`src/rtl/sha512_dr_pkg.sv`:
```
package sha512_dr_pkg;

    localparam int WORD_W  = 64;
    localparam int LANES   = 4;
    localparam int VEC_W   = WORD_W * LANES;
    localparam int ROUNDS  = 2;
    localparam int WK_W    = WORD_W * ROUNDS;

    // lane positions inside the two state vectors
    localparam int LANE_A = 3;
    localparam int LANE_B = 2;
    localparam int LANE_E = 1;
    localparam int LANE_F = 0;
    localparam int LANE_C = 3;
    localparam int LANE_D = 2;
    localparam int LANE_G = 1;
    localparam int LANE_H = 0;

    typedef logic [WORD_W-1:0] word_t;
    typedef logic [VEC_W-1:0]  vec_t;

    typedef struct packed {
        word_t a;
        word_t b;
        word_t c;
        word_t d;
        word_t e;
        word_t f;
        word_t g;
        word_t h;
    } wstate_t;

    function automatic word_t rotr(input word_t x, input int n);
        return (x >> n) | (x << (WORD_W - n));
    endfunction


    function automatic word_t big_sig0(input word_t x);
        return rotr(x, 28) ^ rotr(x, 34) ^ rotr(x, 39);
    endfunction


    function automatic word_t big_sig1(input word_t x);
        return rotr(x, 14) ^ rotr(x, 18) ^ rotr(x, 41);
    endfunction


    function automatic word_t fn_maj(input word_t x, input word_t y, input word_t z);
        return (x & y) ^ (x & z) ^ (y & z);
    endfunction

    function automatic word_t fn_ch(input word_t e, input word_t f, input word_t g);
        return (e & f) ^ (~e & g);
    endfunction

    function automatic word_t lane_get(input vec_t v, input int idx);
        return v[idx*WORD_W +: WORD_W];
    endfunction

endpackage

```
`src/rtl/sha512_dr_unpack.sv`:
```
module sha512_dr_unpack
    import sha512_dr_pkg::*;
(
    input  vec_t    abef_i,
    input  vec_t    cdgh_i,
    output wstate_t st_o
);
    // lane mapping into the working words
    always_comb begin
        st_o.a = lane_get(abef_i, LANE_A);
        st_o.b = lane_get(abef_i, LANE_B);
        st_o.e = lane_get(abef_i, LANE_E);
        st_o.f = lane_get(abef_i, LANE_F);
        st_o.c = lane_get(cdgh_i, LANE_C);
        st_o.d = lane_get(cdgh_i, LANE_D);
        st_o.g = lane_get(cdgh_i, LANE_G);
        st_o.h = lane_get(cdgh_i, LANE_H);
    end
endmodule

```
`src/rtl/sha512_dr_round.sv`:
```
module sha512_dr_round
    import sha512_dr_pkg::*;
(
    input  wstate_t st_i,
    input  word_t   wk_i,
    output wstate_t st_o
);
    word_t t_sum;
    word_t a_extra;

    // shared temporary, then the two new words
    always_comb begin
        t_sum   = fn_ch(st_i.e, st_i.f, st_i.g) + big_sig1(st_i.e) + wk_i + st_i.h;
        a_extra = fn_maj(st_i.a, st_i.b, st_i.c) + big_sig0(st_i.a);
        st_o.a  = t_sum + a_extra;
        st_o.e  = t_sum + st_i.d;
        // word shift
        st_o.b  = st_i.a;
        st_o.c  = st_i.b;
        st_o.d  = st_i.c;
        st_o.f  = st_i.e;
        st_o.g  = st_i.f;
        st_o.h  = st_i.g;
    end
endmodule

```
`src/rtl/sha512_dual_round.sv`:
```
module sha512_dual_round
    import sha512_dr_pkg::*;
(
    input  logic             clk,
    input  logic             rst,
    input  logic             in_valid,
    input  logic [VEC_W-1:0] abef_in,
    input  logic [VEC_W-1:0] cdgh_in,
    input  logic [WK_W-1:0]  wk_in,
    output logic             out_valid,
    output logic [VEC_W-1:0] abef_out
);
    typedef struct packed {
        logic vld;
        vec_t res;
    } reg_t;

    reg_t    st_d, st_q;
    wstate_t chain [ROUNDS+1];
    vec_t    packed_res;

    sha512_dr_unpack u_unpack (
        .abef_i (abef_in),
        .cdgh_i (cdgh_in),
        .st_o   (chain[0])
    );

    // round r takes wk lane r
    for (genvar r = 0; r < ROUNDS; r++) begin : g_rnd
        sha512_dr_round u_round (
            .st_i (chain[r]),
            .wk_i (wk_in[r*WORD_W +: WORD_W]),
            .st_o (chain[r+1])
        );
    end

    // repack final A, B, E, F
    always_comb begin
        packed_res = '0;
        packed_res[LANE_A*WORD_W +: WORD_W] = chain[ROUNDS].a;
        packed_res[LANE_B*WORD_W +: WORD_W] = chain[ROUNDS].b;
        packed_res[LANE_E*WORD_W +: WORD_W] = chain[ROUNDS].e;
        packed_res[LANE_F*WORD_W +: WORD_W] = chain[ROUNDS].f;
    end

    always_comb begin
        st_d     = st_q;
        st_d.vld = in_valid;
        if (in_valid) begin
            st_d.res = packed_res;
        end
    end

    always_ff @(posedge clk) begin
        if (rst) begin
            st_q <= '0;
        end else begin
            st_q <= st_d;
        end
    end

    assign out_valid = st_q.vld;
    assign abef_out  = st_q.res;


    valid_follow_chk: assert property (@(posedge clk) disable iff (rst)
        in_valid |=> out_valid);


    idle_no_valid_chk: assert property (@(posedge clk) disable iff (rst)
        !in_valid |=> !out_valid);


    idle_hold_chk: assert property (@(posedge clk) disable iff (rst)
        !in_valid |=> $stable(abef_out));


    reset_clear_chk: assert property (@(posedge clk)
        rst |=> (!out_valid && abef_out == '0));

endmodule

```
`config.mk`:
```
export PLATFORM = sky130hd
export DESIGN_NAME = sha512_dual_round
export DESIGN_NICKNAME = d
export VERILOG_FILES = /design/src/rtl/sha512_dr_pkg.sv /design/src/rtl/sha512_dr_unpack.sv /design/src/rtl/sha512_dr_round.sv /design/src/rtl/sha512_dual_round.sv
export SDC_FILE = /design/constraint.sdc
export NUM_CORES = 2
export LEC_CHECK = 0
export ABC_AREA = 1
export BUFFER_PORTS_ARGS = -buffer_cell sky130_fd_sc_hd__buf_4
export CORE_AREA = 2 2 350 352
export CTS_CLUSTER_SIZE = 24
export DETAILED_ROUTE_END_ITERATION = 12
export DIE_AREA = 0 0 352 354
export GPL_TIMING_DRIVEN = 0
export SLEW_MARGIN = 0
export SYNTH_ARGS = -nofsm -noshare
export SYNTH_HDL_FRONTEND = slang
export SYNTH_SLANG_ARGS = --single-unit
```
`constraint.sdc`:
```
create_clock -name clk -period 29.3 [get_ports clk]
set_clock_uncertainty 0.2 [all_clocks]
set_input_delay 1.465 -clock clk [delete_from_list [all_inputs] [get_ports clk]]
set_output_delay 1.465 -clock clk [all_outputs]
set_load 0.03 [all_outputs]
```
# ---- Yosys cells after proc, flatten, opt, wreduce, memory -nomap -nowiden
# Index checks and enable logic that the tools add are counted.
dict set report word_totals {
  ff_bits 257
  in_bits 643
  output_inout_bits 257
}
dict set report op_classes {
  addsub 12
  n_bitwise 37
}
# op n
set ops {}
lappend ops {{$xor 64x64->64} 14}
lappend ops {{$add 64x64->64} 12}
lappend ops {{$and 64x64->64} 9}
lappend ops {{$not 64->64} 2}
lappend ops {{$or 23x64->64} 2}
lappend ops {{$or 25x64->64} 2}
lappend ops {{$or 30x64->64} 2}
lappend ops {{$or 36x64->64} 2}
lappend ops {{$or 46x64->64} 2}
lappend ops {{$or 50x64->64} 2}

# ---- Depth between registers and ports, before layout
dict set report logic_depth {
  word_depth 14
  depth_mapped 75
}

# ---- Hierarchy
# From an unflattened synthesis, not the netlist that was laid out.
dict set report unflattened {
  hier_cells 10259
  area_unflattened_um2 66218.5
}
# mod n_inst cells_each area_each_um2
set modules_own_cells {}
lappend modules_own_cells {{sha512_dr_round at g_rnd[1].u_round} 1 4143 26140.1}
lappend modules_own_cells {{sha512_dr_round at g_rnd[0].u_round} 1 3979 25577.0}
lappend modules_own_cells {sha512_dual_round 1 1625 10657.7}
lappend modules_own_cells {sha512_dr_unpack 1 512 3843.7}

# ---- Worst setup path after synthesis
# Ideal clock, no wire load.
dict set report synth_timing {
  path_type {input port to flip-flop}
  from {in abef_in[69]}
  to {reg st_q (netlist bit abef_out[250])}
  setup_time_ns 0.115
  t_arrival_ns 11.552
  required_time_ns 28.985
  slack_ns 17.433
  cell_stages 61
  n_path_buf 1
  path_cell_list {clkbuf_1 -> mux2i_1 -> fa_1 -> fa_1 -> inv_1 -> ha_1 -> nand2_1 -> inv_1 -> nand2_1 -> nand3_2 -> nand3_1 -> nand3_1 -> a21boi_1 -> o21ai_2 -> a21oi_1 -> o21bai_1 -> a21boi_1 -> o21ai_2 -> [... 25 more ...] -> o21ai_0 -> a31oi_1 -> xnor2_1 -> fa_1 -> ha_1 -> nand2_1 -> nor2_1 -> inv_1 -> nor4_1 -> nand3_1 -> nand3_1 -> nand3_1 -> o221ai_1 -> nand2_1 -> nand2_1 -> xor2_1 -> o21ai_0 -> inv_1}
}
dict set report synth_between {
  elab_chain_len 14
}
# item line
set synth_rtl {}
lappend synth_rtl {{from (decl)} sha512_dual_round.sv:7} ;# input logic [VEC_W-1:0] abef_in,
lappend synth_rtl {{$or 46x64->64 (tied with other cells)} sha512_dr_pkg.sv:34} ;# return (x >> n) | (x << (WORD_W - n));
lappend synth_rtl {{$xor 64x64->64 / $and 64x64->64 (equally long branches)} {sha512_dr_pkg.sv:44, sha512_dr_pkg.sv:53}}
lappend synth_rtl {{$xor 64x64->64, on equally long branches} {sha512_dr_pkg.sv:44, sha512_dr_pkg.sv:53}}
lappend synth_rtl {{$add 64x64->64 (3 in series)} sha512_dr_round.sv:13} ;# t_sum = fn_ch(st_i.e, st_i.f, st_i.g) + big_sig1(st_i.e) + wk_i + st_i.h;
lappend synth_rtl {{$add 64x64->64} sha512_dr_round.sv:16} ;# st_o.e = t_sum + st_i.d;
lappend synth_rtl {{$or 46x64->64 (tied with other cells)} sha512_dr_pkg.sv:34}
lappend synth_rtl {{$xor 64x64->64 / $and 64x64->64 (equally long branches)} {sha512_dr_pkg.sv:44, sha512_dr_pkg.sv:53}}
lappend synth_rtl {{$xor 64x64->64, on equally long branches} {sha512_dr_pkg.sv:44, sha512_dr_pkg.sv:53}}
lappend synth_rtl {{$add 64x64->64 (3 in series)} sha512_dr_round.sv:13}
lappend synth_rtl {{$add 64x64->64 *} sha512_dr_round.sv:15} ;# st_o.a = t_sum + a_extra;
lappend synth_rtl {{to (signal assigned)} sha512_dual_round.sv:58} ;# st_q <= st_d;
lappend synth_rtl {{to (decl)} sha512_dual_round.sv:18} ;# reg_t st_d, st_q;
# Mark *: on every way between the ends. The rest lies on a longest branch, timed or not.
# A chain may end at the register's enable or synchronous reset.

# ---- Final worst setup path
dict set report layout_timing {
  from {in abef_in[81]}
  to {reg st_q (netlist bit abef_out[255])}
}
dict set report layout_between {
  elab_chain_len 14
}
# item line
set layout_rtl {}
lappend layout_rtl {{$or 50x64->64 (tied with other cells)} sha512_dr_pkg.sv:34}
lappend layout_rtl {{$xor 64x64->64 / $and 64x64->64 (equally long branches)} {sha512_dr_pkg.sv:44, sha512_dr_pkg.sv:53}}
lappend layout_rtl {{$xor 64x64->64, on equally long branches} {sha512_dr_pkg.sv:44, sha512_dr_pkg.sv:53}}
lappend layout_rtl {{$add 64x64->64 (3 in series)} sha512_dr_round.sv:13}
lappend layout_rtl {{$add 64x64->64} sha512_dr_round.sv:16}
lappend layout_rtl {{$or 50x64->64 (tied with other cells)} sha512_dr_pkg.sv:34}
lappend layout_rtl {{$xor 64x64->64 / $and 64x64->64 (equally long branches)} {sha512_dr_pkg.sv:44, sha512_dr_pkg.sv:53}}
lappend layout_rtl {{$xor 64x64->64, on equally long branches} {sha512_dr_pkg.sv:44, sha512_dr_pkg.sv:53}}
lappend layout_rtl {{$add 64x64->64 (3 in series)} sha512_dr_round.sv:13}
lappend layout_rtl {{$add 64x64->64 *} sha512_dr_round.sv:15}
# Marked as above.

==> impl_metrics.tcl <==
set metrics [dict create \
    top_signal_layer_used "met5" \
    family_of_cells_with_the_greatest_summed_delay_on_the_critical_path "compound AO/OA/AOI/OAI gates" \
    io_buffer_count 852 \
    setup_viol 0 \
    cell_with_the_most_instances_after_synthesis "inv_1" \
    dominantRegCellSynth "dfxtp_1" \
    synth_area_leaders "fa_1 15%, inv_1 13%, dfxtp_1 10%, ha_1 9.3%, nand2_1 8.6%" \
    grt_overflow_total 0 \
    r2r-end "abef_out[137]" \
    crit_path_to "abef_out[255]" \
    routed_wirelength_mm 318 \
    ctsHtreeMaxLevel 1 \
    hp-class "register to register" \
    cp-end-kind "register" \
    worstPathRequired_ns 29.64 \
    slew_at_the_pin_closest_to_its_max_slew_limit_ns 1.64 \
    cts_tree "yes" \
    timing.setup.critical_path_class "input port to register" \
    post_synth_most_frequent_cells "1706 x inv_1, 1162 x nand2_1, 794 x nor2_1, 535 x o21ai_0, 520 x a21oi_1" \
    initial_core_util 0.420 \
    drcViolationCount 0 \
    synth_edf_count 0 \
    yosys_warnings 0 \
    dr_wl_met2_mm 126 \
    gp_congestion 1.15 \
    synth-async-reset-ratio 0 \
    cts_inserted_buffers 30 \
    vias_per_cell 5.77 \
    critical_path_buffer_and_inverter_count 11 \
    rows 128 \
    critPathMostFrequentCell "inv_1" \
    grt_antenna_before_repair 53 \
    synth-seq-area-share 0.101 \
    final_core_utilization 0.501 \
    grt_first_pass_wirelength_mm 423 \
    io_pins 900 \
    first_global_vias 54679 \
    synth_nets 8996 \
    path_depth 58 \
    worst_slew_margin_rel -0.0998 \
    grt_start_max_net_pins 17 \
    cts.hold.buffers_added 0 \
    cts_num_sinks 257 \
    post_cts.resized_instances 0 \
    timing.rr.start "abef_out[137]" \
    worstSetupStartpointType "input port" \
    syn_to_final_growth_pct 19.2 \
    layout_worst_path_cycle_share 0.601 \
    report.final.slew_viol_count 57 \
    met1_layer_wirelength_in_the_final_routing_mm 124 \
    critPathSlowestCell "xnor2_1" \
    status "finished with violations" \
    firstDrtPassIters 10 \
    crit_start "abef_in[81]" \
    layout.nets 9888 \
    cts.repair_timing.setup_buffer_count 0 \
    rsz0062_at_grt "false" \
    die_height_um 354 \
    timing.reg2reg.worst_path_depth 2 \
    detailed_place_hpwl_mm 285 \
    synth_top_area_cell "fa_1" \
    drtAntennaViolNets 0 \
    cts_root_buffer "clkbuf_16" \
    syn-cell-area_um2 50800 \
    critical_path_peak_fanout 6 \
    clk-insertion-delay-late_ns 0.64 \
    max_clock_freq_mhz 56.8 \
    floorplan_core_area_um2 121000 \
    worst-endpoint-arrival_ns 17.95 \
    clk_path_buf_depth 3 \
    die_area_um2 125000 \
    regToRegSetupSlack_ns 28.23 \
    number_of_library_cell_types_mapped_by_synthesis 82 \
    clkTransAtPathRegs_ns 0.06 \
    syn-mean-instance-area_um2 6.69 \
    die-width_um 352 \
    aggregate_negative_setup_slack_ns 0 \
    drtIter0Drc 8472 \
    ys_seq_elements 257 \
    violations "capacitance limit, slew limit" \
    finalHoldViolations 0 \
    grtUsageTotal 0.490 \
    drive_above_1_share 0.139 \
    syn_inst 7595 \
    met3_wire_len_mm 43.9 \
    hp-start "abef_out[162]" \
    route.detailed.wl_per_inst_um 31.3 \
    timing.final.crit_period_ns 17.61 \
    slowest_delay_ns 1.24 \
    max-cap-violations 10 \
    num_vias 58593 \
    post-synth-top-area-fraction 0.150 \
]
-- worst reg2reg max path, stage by stage (launching register included) --
cell     delay [ns]
dfxtp_1        0.43
o21ai_0        0.14
a31oi_1        0.23
-- metal layers --
metal,global-route usage,vias up
met3,0.160,903
met1,0.641,27902
met2,0.702,4221
met4,0.287,58
li1,-,25509
met5,0.00113,-
-- cell usage in the layout, fill, tap and decap left out, types with 10 or more instances in the layout --
cell,n
nand3_1,157
o211ai_1,83
clkbuf_16,30
o21a_1,31
a21oi_1,520
o21ai_1,35
xnor2_1,285
a31oi_1,119
nand2_1,1162
nor3_1,41
inv_2,10
inv_1,1706
nand2_2,21
dfxtp_1,257
o21bai_1,26
a21boi_0,10
o31ai_1,12
buf_4,855
nor4_1,22
nand4_1,20
diode_2,24
mux2i_1,19
clkbuf_1,124
nand3_2,15
buf_1,10
ha_1,376
or2_2,76
nor2_1,794
a21oi_2,15
o221ai_1,24
fa_1,382
a21o_1,38
o21ai_2,27
xor2_2,27
o21ai_0,535
xnor2_2,13
xor2_1,484
-- cell type report --
cell class / instances / area (µm²)
Antenna cell: 24 / 60.1
Buffer: 134 / 536
Clock buffer: 46 / 891
Clock inverter: 10 / 138
Fill cell: 12564 / 60300
Inverter: 1717 / 6440
Multi-Input combinational cell: 5487 / 38800
Sequential cell: 257 / 5140
Tap cell: 1625 / 2030
Timing Repair Buffer: 860 / 6500
-- sequential cells by signal, summed over array words and instances, names as in the netlist --
register   flops
abef_out     256
out_valid      1
-- worst min path at each step --
stage	end	depth (start not counted)
2_1_floorplan	abef_out[201]	2
3_3_place_gp	abef_out[152]	2
3_5_place_dp	abef_out[162]	2
4_1_cts	abef_out[162]	2
5_1_grt	abef_out[162]	2
6_report	abef_out[162]	2
-- stage by stage --
step | cell area, µm² | hold WS (ns) | worst slack, ns | std cells
after floorplan | 50800 | 0.417 | 17.43 | 7595
after global placement | 59300 | 0.267 | 11.81 | 10072
final | 60600 | 0.284 | 11.69 | 10160
after global routing | 60500 | 0.306 | 11.57 | 10142
after detailed placement | 59500 | 0.268 | 12.04 | 10080
after CTS | 60500 | 0.283 | 12.65 | 10136
-- cell families (layout without fill, tap and decap cells) --
group | after synthesis | count (layout) | share of synthesized area
flip-flops | 257 | 257 | 0.101
buffers and inverters | 1851 | 2767 | 0.137
multiplexers | 22 | 22 | 0.00441
adder cells (fa/ha/maj) | 758 | 758 | 0.243
XOR/XNOR | 816 | 816 | 0.146
AND/OR/NAND/NOR | 2350 | 2350 | 0.191
other | 0 | 24 | 0
AO/OA/AOI/OAI | 1541 | 1541 | 0.177
Power is not shown: default switching activity piles up to over one toggle a cycle in this logic, so the estimate is an artifact.
